[src/rtl/seq_pkg.sv]
package seq_pkg;
  typedef enum logic [1:0] {ST_RUN, ST_SLEEP, ST_WAKE} seq_state_e;

  typedef enum logic [2:0] {
    PCS_HOLD, PCS_INC, PCS_TGT, PCS_RET, PCS_LOOP, PCS_VEC
  } pc_sel_e;
endpackage

[src/rtl/seq_lifo.sv]
module seq_lifo #(
  parameter int W     = 16,
  parameter int DEPTH = 4,
  localparam int PW   = $clog2(DEPTH + 1),
  localparam int AW   = (DEPTH > 1) ? $clog2(DEPTH) : 1
) (
  input  logic         clk,
  input  logic         rst_n,
  input  logic         push,
  input  logic         pop,
  input  logic         upd,
  input  logic [W-1:0] din,
  input  logic [W-1:0] upd_val,
  output logic [W-1:0] top,
  output logic         empty,
  output logic         ovf_evt,
  output logic         udf_evt
);
  logic [W-1:0]  mem [DEPTH];
  logic [PW-1:0] ptr;
  logic          full;
  logic [AW-1:0] idx_top;
  logic [AW-1:0] idx_new;

  assign full    = (ptr == PW'(DEPTH));
  assign empty   = (ptr == '0);
  assign idx_top = AW'(ptr - PW'(1));
  assign idx_new = AW'(ptr);
  assign top     = empty ? '0 : mem[idx_top];
  assign ovf_evt = push && full;
  assign udf_evt = pop && empty;

  always_ff @(posedge clk or negedge rst_n) begin
    if (!rst_n) begin
      ptr <= '0;
    end else if (push && !full) begin
      ptr <= ptr + PW'(1);
    end else if (pop && !empty) begin
      ptr <= ptr - PW'(1);
    end
  end

  always_ff @(posedge clk) begin
    if (push && !full) begin
      mem[idx_new] <= din;
    end else if (upd && !empty) begin
      mem[idx_top] <= upd_val;
    end
  end
endmodule

[src/rtl/seq_irq_pick.sv]
module seq_irq_pick #(
  parameter int N  = 10,
  localparam int IW = $clog2(N)
) (
  input  logic [N-1:0]  req,
  output logic          any,
  output logic [IW-1:0] id
);
  always_comb begin
    any = |req;
    id  = '0;
    for (int i = N - 1; i >= 0; i--) begin
      if (req[i]) id = IW'(i);
    end
  end
endmodule

[src/rtl/seq_top.sv]
module seq_top #(
  parameter int PC_W       = 16,
  parameter int CNT_W      = 16,
  parameter int LOOP_DEPTH = 4,
  parameter int CALL_DEPTH = 15,
  parameter int N_IRQ      = 10,
  parameter int WAKE_CYC   = 4,
  parameter logic [PC_W-1:0] IRQ_BASE = 'h40,
  localparam int IW   = $clog2(N_IRQ),
  localparam int WW   = $clog2(WAKE_CYC + 1),
  localparam int LE_W = 2 * PC_W + CNT_W
) (
  input  logic              clk,
  input  logic              rst_n,
  input  logic              op_jump,
  input  logic              op_call,
  input  logic              op_ret,
  input  logic              op_loop,
  input  logic              op_rep,
  input  logic              op_halt,
  input  logic [PC_W-1:0]   tgt_addr,
  input  logic [PC_W-1:0]   end_addr,
  input  logic [CNT_W-1:0]  count,
  input  logic [N_IRQ-1:0]  irq_req,
  input  logic [N_IRQ-1:0]  irq_en,
  output logic [PC_W-1:0]   pc,
  output logic              fetch_en,
  output logic              sleep,
  output logic              stk_ovf,
  output logic              stk_udf,
  output logic              irq_ack,
  output logic [IW-1:0]     irq_id
);
  import seq_pkg::*;

  function automatic logic [PC_W-1:0] vec_of(input logic [IW-1:0] id);
    return IRQ_BASE + (PC_W'(id) << 2);
  endfunction

  function automatic logic [PC_W-1:0] pc_step(input logic [PC_W-1:0] a);
    return a + PC_W'(1);
  endfunction

  function automatic logic cnt_again(input logic [CNT_W-1:0] c);
    return c > CNT_W'(1);
  endfunction

  seq_state_e        state;
  logic [WW-1:0]     wcnt;
  logic [CNT_W-1:0]  rep_left;
  logic [N_IRQ-1:0]  pend;
  logic [N_IRQ-1:0]  pend_en;
  logic [N_IRQ-1:0]  ack_mask;
  logic              irq_any;
  logic [IW-1:0]     pick_id;

  // Named internal events, also used by the checker
  logic running, rep_hold, take_irq, active, any_op;
  logic do_jump, do_call, do_ret, do_loop, do_rep, do_halt;
  logic loop_hit, loop_back, loop_exit;
  pc_sel_e pc_sel;
  logic [PC_W-1:0] pc_nx;

  // Return stack
  logic [PC_W-1:0] cs_top;
  logic            cs_empty, cs_ovf, cs_udf;
  // Loop stack
  logic [LE_W-1:0] lp_top;
  logic            lp_empty, lp_ovf, lp_udf;
  logic [PC_W-1:0]  lp_start, lp_end;
  logic [CNT_W-1:0] lp_cnt;

  assign lp_start = lp_top[LE_W-1 -: PC_W];
  assign lp_end   = lp_top[CNT_W +: PC_W];
  assign lp_cnt   = lp_top[CNT_W-1:0];

  assign pend_en = pend & irq_en;

  seq_irq_pick #(.N(N_IRQ)) u_pick (
    .req (pend_en),
    .any (irq_any),
    .id  (pick_id)
  );

  assign running  = (state == ST_RUN);
  assign rep_hold = running && (rep_left > CNT_W'(1));
  assign take_irq = running && !rep_hold && irq_any;
  assign active   = running && !rep_hold && !take_irq;
  assign any_op   = op_jump | op_call | op_ret | op_loop | op_rep | op_halt;

  assign do_jump = active && op_jump;
  assign do_call = active && !op_jump && op_call;
  assign do_ret  = active && !op_jump && !op_call && op_ret;
  assign do_loop = active && !op_jump && !op_call && !op_ret && op_loop;
  assign do_rep  = active && !op_jump && !op_call && !op_ret && !op_loop && op_rep;
  assign do_halt = active && !op_jump && !op_call && !op_ret && !op_loop && !op_rep && op_halt;

  assign loop_hit  = active && !any_op && !lp_empty && (pc == lp_end);
  assign loop_back = loop_hit && cnt_again(lp_cnt);
  assign loop_exit = loop_hit && !cnt_again(lp_cnt);

  seq_lifo #(.W(PC_W), .DEPTH(CALL_DEPTH)) u_call_stk (
    .clk     (clk),
    .rst_n   (rst_n),
    .push    (take_irq || do_call),
    .pop     (do_ret),
    .upd     (1'b0),
    .din     (take_irq ? pc : pc_step(pc)),
    .upd_val ('0),
    .top     (cs_top),
    .empty   (cs_empty),
    .ovf_evt (cs_ovf),
    .udf_evt (cs_udf)
  );

  seq_lifo #(.W(LE_W), .DEPTH(LOOP_DEPTH)) u_loop_stk (
    .clk     (clk),
    .rst_n   (rst_n),
    .push    (do_loop),
    .pop     (loop_exit),
    .upd     (loop_back),
    .din     ({pc_step(pc), end_addr, count}),
    .upd_val ({lp_start, lp_end, lp_cnt - CNT_W'(1)}),
    .top     (lp_top),
    .empty   (lp_empty),
    .ovf_evt (lp_ovf),
    .udf_evt (lp_udf)
  );

  always_comb begin
    if (take_irq)                        pc_sel = PCS_VEC;
    else if (!active)                    pc_sel = PCS_HOLD;
    else if (do_jump || do_call)         pc_sel = PCS_TGT;
    else if (do_ret && !cs_empty)        pc_sel = PCS_RET;
    else if (loop_back)                  pc_sel = PCS_LOOP;
    else                                 pc_sel = PCS_INC;
  end

  always_comb begin
    unique case (pc_sel)
      PCS_VEC:  pc_nx = vec_of(pick_id);
      PCS_TGT:  pc_nx = tgt_addr;
      PCS_RET:  pc_nx = cs_top;
      PCS_LOOP: pc_nx = lp_start;
      PCS_INC:  pc_nx = pc_step(pc);
      default:  pc_nx = pc;
    endcase
  end

  assign ack_mask = take_irq ? (N_IRQ'(1) << pick_id) : '0;

  always_ff @(posedge clk or negedge rst_n) begin
    if (!rst_n) begin
      pc       <= '0;
      state    <= ST_RUN;
      wcnt     <= '0;
      rep_left <= '0;
      pend     <= '0;
      stk_ovf  <= 1'b0;
      stk_udf  <= 1'b0;
    end else begin
      pc      <= pc_nx;
      pend    <= (pend & ~ack_mask) | irq_req;
      stk_ovf <= stk_ovf | cs_ovf | lp_ovf;
      stk_udf <= stk_udf | cs_udf | lp_udf;

      if (do_rep)                               rep_left <= count;
      else if (running && rep_left != '0)       rep_left <= rep_left - CNT_W'(1);

      unique case (state)
        ST_RUN:   if (do_halt) state <= ST_SLEEP;
        ST_SLEEP: if (irq_any) begin
                    state <= ST_WAKE;
                    wcnt  <= WW'(WAKE_CYC - 1);
                  end
        ST_WAKE:  if (wcnt == '0) state <= ST_RUN;
                  else            wcnt  <= wcnt - WW'(1);
        default:  state <= ST_RUN;
      endcase
    end
  end

  assign fetch_en = running;
  assign sleep    = (state == ST_SLEEP);
  assign irq_ack  = take_irq;
  assign irq_id   = pick_id;
endmodule

[config.mk]
export PLATFORM = sky130hd
export DESIGN_NAME = seq_top
export DESIGN_NICKNAME = d
export VERILOG_FILES = /design/src/rtl/seq_pkg.sv /design/src/rtl/seq_lifo.sv /design/src/rtl/seq_irq_pick.sv /design/src/rtl/seq_top.sv
export SDC_FILE = /design/constraint.sdc
export NUM_CORES = 1
export LEC_CHECK = 0
export BUFFER_PORTS_ARGS = -buffer_cell sky130_fd_sc_hd__buf_2
export CELL_PAD_IN_SITES_DETAIL_PLACEMENT = 0
export CELL_PAD_IN_SITES_GLOBAL_PLACEMENT = 2
export CORE_MARGIN = 1
export CORE_UTILIZATION = 41
export CTS_CLUSTER_SIZE = 12
export DETAILED_ROUTE_END_ITERATION = 16
export PLACE_DENSITY_LB_ADDON = 0.1
export RECOVER_POWER = 100
export SYNTH_ARGS = -nofsm -noshare
export SYNTH_HDL_FRONTEND = slang
export SYNTH_HIERARCHICAL = 1
export SYNTH_SLANG_ARGS = --single-unit
[constraint.sdc]
create_clock -name clk -period 6.7 [get_ports clk]
set_clock_uncertainty 0.15 [all_clocks]
set_input_delay 0.67 -clock clk [delete_from_list [all_inputs] [get_ports clk]]
set_output_delay 0.67 -clock clk [all_outputs]
set_load 0.01 [all_outputs]
==> impl_metrics.ini, run 1 <==
[die]
dieArea_sq_um = 55500
fp.dieH_microns = 236
die_w_microns = 236
initial_core_util = 0.415
rows = 85
io_pins = 101
core_area_sq_um = 53800

[detailed_routing]
drc = 0
wl_microns = 57000
avgRoutedWirePerCell_microns = 24.9
drt-vias-per-instance = 5.57
ant_nets = 0
vias = 12700
first_iter_violations = 872
dr.pass1.iters = 5

[worst_setup_path]
startpoint_type = register
path_buf_inv = 4
slowest_stage = clkbuf_2
arrival_ps = 6000
path_max_fanout = 38
ff2ff_path_depth = 13
max_stage_delay_ps = 910
crit_chain = inv_1 > ha_2 > clkbuf_2 > mux4_2 > and2_1 > xnor2_1 > nand4_1 > or4_4 > nor4_1 > buf_4 > o21ai_4 > o22ai_1 > buf_4
r2r_setup_slack_ps = 780
cp_top_family = buffers and inverters
r2r-end = u_loop_stk/mem[2][44]
timing.rr.start = u_loop_stk/ptr[0]
crit_type = reg2reg
cp-end-kind = register
crit_required_ps = 6780
cp_common_cell = buf_4

[outcome]
violations = max-capacitance violations, max-slew violations
outcome = finished, violations left

[hold_path]
hold_path_depth = 2
hp-start = irq_req[3]
hold_path_class = in2reg
min_to = pend[3]

[cells_and_area]
multiInputGateArea_sq_um = 7560
nFillCells = 4728
mostFrequentLayoutCell = edfxtp_1
nNetsFinal = 1646
final_cell_mix = edfxtp_1, mux4_2, buf_2, and2_1, nor2_1
final-seq-area_sq_um = 14400
diodes = 0
area_growth_syn_to_layout_pct = 12.9
drive_gt1_frac = 0.196
finish.instance_area_sq_um = 25200

[global_routing]
grt_start_max_net_pins = 58
grt_pass1_vias = 13000
track_usage = 0.207
antenna_found_initial = 2
overflow = 0
grt_pass1_wl_microns = 84600

[synthesis]
async_flop_share = 0.115
synth_ff_type = edfxtp_1
synth_top_cell_by_area = edfxtp_1
postSynthCellCount = 1433
syn-cell-area_sq_um = 22400
synth_top_area_share = 0.580
yosysSeqAreaShare = 0.643
ys_ff_latch = 488
avgSynthCellArea_sq_um = 15.6
ys_top_cells_by_area = edfxtp_1, mux4_2, dfrtp_1
synth-edff-count = 432
yosys_warnings = 6
synth.distinct_cells = 75

[place]
portBuffers = 100
gp_congestion = 0.792
dp_hpwl_microns = 37200
dpl_cell_area_sq_um = 23800

[timing]
relSlewSlack = -1.36
hold_viol = 0
max_freq_ghz = 0.169
fin_crit_ps = 5920
setup_viol = 0
tightest_slew_ps = 3540
rsz0062_at_grt = no
final.period_utilization = 0.884
drv_slew = 69

[cts]
cts_setup_buffers = 0
cts_tree = built
cts.sink_count = 488
ctsResizeCount = 0
clk_latency_ps = 610
root_buffer = clkbuf_16
cts_buffers = 52
cts_htree_levels = 2
cts_buffer_depth = 3
hold_buffers = 0
clkTransAtPathRegs_ps = 60

[pwr]
p_leak_nw = 8.59
total_power_mw = 6.13
power.density_nw_per_um2 = 243
peakVddDrop_uv = 176

[run]
cap_violations = 2
## routing by layer
layer | GRT usage | wire length (microns) | vias up | part of all wire
met1 | 0.298 | 26800 | 6588 | 0.47
met4 | 0.0511 | 1100 | 0 | 0.019
met5 | 0 | 0 | - | 0
met3 | 0.0299 | 2310 | 70 | 0.040
met2 | 0.331 | 26800 | 284 | 0.47
li1 | - | - | 5807 | -
## final cells by class
cell class	count	area share
flip-flops and latches	488	0.570
multi-input cells	849	0.300
clock buffers	67	0.0542
well taps	696	0.0345
repair buffers	138	0.0300
clock inverters	24	0.00778
inverters	27	0.00402
## per-stage QoR
step	setup slack, ps	util	setup TNS (ps)	hold WS [ps]	cells
CTS	1060	0.471	0	65.3	2289
finish	776	0.469	0	103	2289
floorplan	-206	-	-33390	224	1449
global placement	1100	0.442	0	302	2198
global route	437	0.469	0	85.2	2289
detailed placement	1080	0.442	0	307	2198
## synthesized netlist by cell type, types with 4 or more instances
cell        n
a211o_1     5
a211oi_1   12
a21o_1     10
a21oi_1    65
a221o_1    13
a22oi_1     4
a31oi_1     4
and2_1     68
and3_1      6
buf_2      19
buf_4       4
buf_6      22
clkbuf_1   32
dfrtp_1    56
edfxtp_1  432
ha_1       14
inv_1      23
mux2_1      4
mux2_2     61
mux2i_1    50
mux4_2     95
nand2_1    51
nand2b_1   17
nand3_1    29
nand4_1    10
nor2_1     65
nor2b_1     9
nor3_1     18
nor4_1      7
o211ai_1    9
o21ai_0    34
o221ai_1    4
o22ai_1    22
o31ai_1     5
or2_2       5
or3_1      12
or4_1       7
or4_4       5
xnor2_1    47
xor2_1     25
## sequential cells by signal, indices dropped and copies added (netlist names)
| signal | cells |
|---|---|
| pc | 16 |
| pend | 10 |
| rep_left | 16 |
| state | 2 |
| stk_ovf | 1 |
| stk_udf | 1 |
| u_call_stk/idx_new | 4 |
| u_call_stk/mem | 240 |
| u_loop_stk/mem | 192 |
| u_loop_stk/ptr | 3 |
| wcnt | 3 |
## where the power goes
group          total, mW  internal (mW)  switching (mW)
clock network       2.68           1.51            1.17
logic              0.130         0.0426          0.0876
registers           3.32           3.32         0.00399
total               6.13           4.87            1.26
## worst max path at each step
stage,startpoint,endpoint,slack (ps),depth (start not counted)
2_1_floorplan,u_loop_stk/ptr[0],u_loop_stk/mem[0][0],-210,15
3_3_place_gp,u_loop_stk/ptr[0],u_loop_stk/mem[0][27],1100,11
3_5_place_dp,u_loop_stk/ptr[0],u_loop_stk/mem[0][27],1080,11
4_1_cts,u_loop_stk/ptr[0],u_loop_stk/mem[1][27],1060,11
5_1_grt,u_loop_stk/ptr[0],u_loop_stk/mem[2][44],440,13
6_report,u_loop_stk/ptr[0],u_loop_stk/mem[2][44],780,13
## cells by family (layout without fill, tap and decap cells)
kind of cell | after synthesis | in the layout | share of synthesized area
xor gates and xnor gates | 72 | 72 | 0.0282
adders and majority gates | 14 | 14 | 0.00784
other | 1 | 17 | 0.000168
and+or+nand+nor | 326 | 326 | 0.0796
muxes | 210 | 210 | 0.151
DFF | 488 | 488 | 0.643
AOI/OAI and AO/OA | 210 | 210 | 0.0613
buffers and inverters | 112 | 256 | 0.0290
(Power assumes the default switching activity.)
==> run 2: changes to the inputs <==
--- a/config.mk
+++ b/config.mk
@@ -5,11 +5,12 @@
 export SDC_FILE = /design/constraint.sdc
 export NUM_CORES = 1
 export LEC_CHECK = 0
+export ABC_AREA = 1
 export BUFFER_PORTS_ARGS = -buffer_cell sky130_fd_sc_hd__buf_2
 export CELL_PAD_IN_SITES_DETAIL_PLACEMENT = 0
 export CELL_PAD_IN_SITES_GLOBAL_PLACEMENT = 2
 export CORE_MARGIN = 1
-export CORE_UTILIZATION = 41
+export CORE_UTILIZATION = 40
 export CTS_CLUSTER_SIZE = 12
 export DETAILED_ROUTE_END_ITERATION = 16
 export PLACE_DENSITY_LB_ADDON = 0.1
==> constraint.sdc (replaced) <==
create_clock -name clk -period 5.8 [get_ports clk]
set_clock_uncertainty 0.15 [all_clocks]
set_input_delay 0.58 -clock clk [delete_from_list [all_inputs] [get_ports clk]]
set_output_delay 0.58 -clock clk [all_outputs]
set_load 0.01 [all_outputs]
==> run 2 against run 1 <==
Net effect:
- flip-flop and latch count unchanged
- critical endpoint is now u_loop_stk/mem[2][20]
- the flow still finishes with violations (max-capacitance violations, max-slew violations)
- final area up 4.3%
- count of clock-buffer cells in the layout up 10
==> impl_metrics.ini, run 2 <==
[synthesis]
ys_ff_latch = 488
postSynthCellCount = 2455
synth_top_cell_by_area = edfxtp_1
synth-edff-count = 432
async_flop_share = 0.115
syn-cell-area_sq_um = 23300
synth_common_cells = nand2_1, edfxtp_1, nor2_1
synth_most_common_cell = nand2_1
synth_top_area_share = 0.557
yosysSeqAreaShare = 0.617
synth_ff_type = edfxtp_1
avgSynthCellArea_sq_um = 9.49
ys_top_cells_by_area = edfxtp_1, nand2_1, dfrtp_1
synth.distinct_cells = 47
yosys_warnings = 6

[place]
portBuffers = 100
dp_hpwl_microns = 42000
dpl_cell_area_sq_um = 24700
dp.cells = 3260
gp_congestion = 0.796

[worst_setup_path]
r2r-end = u_loop_stk/mem[2][20]
cp_top_family = buffers and inverters
max_stage_delay_ps = 670
timing.rr.start = u_loop_stk/ptr[1]
path_depth = 19
endpoint = u_loop_stk/mem[2][20]
path_max_fanout = 48
slowest_stage = clkbuf_4
startpoint_type = register
crit_chain = inv_1 > ha_1 > buf_4 > nor2_1 > o21ai_0 > a21oi_1 > nand2_1 > o21ai_0 > nor2_1 > nand3_1 > nor2_1 > nand3_2 > inv_2 > nand3_4 > buf_4 > nand2_1 > nand2_1 > nor2_4 > clkbuf_4
cp-startpoint = u_loop_stk/ptr[1]
crit_required_ps = 5860
arrival_ps = 5250
path_buf_inv = 5
crit_type = reg2reg
ff2ff_path_depth = 19
cp-end-kind = register
r2r_setup_slack_ps = 610

[pwr]
peakVddDrop_uv = 206
p_leak_nw = 10.6
total_power_mw = 7.58
power.density_nw_per_um2 = 288

[hold_path]
hold_path_class = in2reg

[detailed_routing]
drc = 0
avgRoutedWirePerCell_microns = 18.8
first_iter_violations = 1060
drt-vias-per-instance = 5.06
ant_nets = 0
wl_microns = 63300
vias = 17100
dr.pass1.iters = 7

[global_routing]
grt_pass1_vias = 16500
overflow = 0
antenna_found_initial = 6
grt_pass1_wl_microns = 97800
track_usage = 0.215
grt_start_max_net_pins = 82

[die]
io_pins = 101
fp.dieH_microns = 243
initial_core_util = 0.405
die_w_microns = 243
dieArea_sq_um = 59200
rows = 88
core_area_sq_um = 57600

[cts]
cts.sink_count = 488
clk_latency_ps = 610
clkTransAtPathRegs_ps = 60
cts_htree_levels = 2
cts_buffers = 54
ctsResizeCount = 0
root_buffer = clkbuf_16
cts_buffer_depth = 3
cts_tree = built

[cells_and_area]
largest-register = u_call_stk/mem
final_cell_mix = nand2_1, edfxtp_1, nor2_1, inv_1, nand3_1
nNetsFinal = 2652
drive_gt1_frac = 0.0837
finish.instance_area_sq_um = 26300
final_cell_count_no_fill = 3371
area_growth_syn_to_layout_pct = 13.0
mostFrequentLayoutCell = nand2_1
largest_registers = u_call_stk/mem: 240 flops, u_loop_stk/mem: 192 flops
largest_register_ffs = 240

[timing]
setup_tns_ps = 0
final.period_utilization = 0.895
fin_hold_ws_ps = 71.0
tightest_slew_ps = 3460
rsz0062_at_grt = no
drv_slew = 77
max_freq_ghz = 0.193
setup_viol = 0
hold_viol = 0
fin_crit_ps = 5190
relSlewSlack = -1.31

[run]
cap_violations = 2

[outcome]
outcome = finished, violations left
violations = max-capacitance violations, max-slew violations
run 2: cell families after synthesis:
logic type	Yosys count	synth area share
adders and majority gates	14	0.00752
and+or+nand+nor	1200	0.217
xor gates and xnor gates	51	0.0192
other	1	0.000161
buffers and inverters	379	0.0666
AOI/OAI and AO/OA	322	0.0724
DFF	488	0.617
run 2: tightest hold or removal path, cell delays in order:
cell	delay [ps]
buf_2	80
a21oi_1	60
nand4_1	60
run 2: stage by stage:
step	utilization	setup slack (ps)
3_3_place_gp	0.428	751
6_report	0.457	606
4_1_cts	0.460	655
2_1_floorplan	-	-118
5_1_grt	0.457	127
3_5_place_dp	0.428	684
run 2: cell type report:
| type | count | area [sq um] |
|---|---|---|
| timing repair buffer | 153 | 871 |
| clock inverter | 20 | 191 |
| antenna | 3 | 7.51 |
| clock buffer | 77 | 1510 |
| inverter | 259 | 973 |
| multi-input combinational | 1606 | 7430 |
| sequential | 488 | 14400 |
| fill | 5524 | 31300 |
| tap | 765 | 957 |
run 2: how the worst min path moves through the flow:
stage / cells after the start / to / start / slack [ps]
floorplan: 0 / pc[0] / rst_n / 130
global placement: 1 / stk_ovf / stk_ovf / 300
detailed placement: 1 / stk_udf / stk_udf / 300
CTS: 3 / pc[9] / tgt_addr[9] / 30
global route: 3 / pc[9] / tgt_addr[9] / 40
finish: 3 / pc[9] / tgt_addr[9] / 70
run 2: what timing repair did:
item	in CTS	in global routing
hold buffers	11	0
buffers inserted	0	0
endpoints found under the hold margin	23	0
run 2: metal layers:
| layer | routed length [microns] | global-route usage | up-vias |
|---|---|---|---|
| li1 | - | - | 8351 |
| met3 | 3510 | 0.0362 | 77 |
| met2 | 28500 | 0.331 | 406 |
| met4 | 1200 | 0.0538 | 4 |
| met5 | 23 | 0 | - |
| met1 | 30100 | 0.315 | 8222 |
run 2: power by group:
group / switching, mW / internal (mW) / total, mW
combinational: 0.221 / 0.119 / 0.340
clock: 1.35 / 1.97 / 3.32
sequential: 0.0448 / 3.88 / 3.92
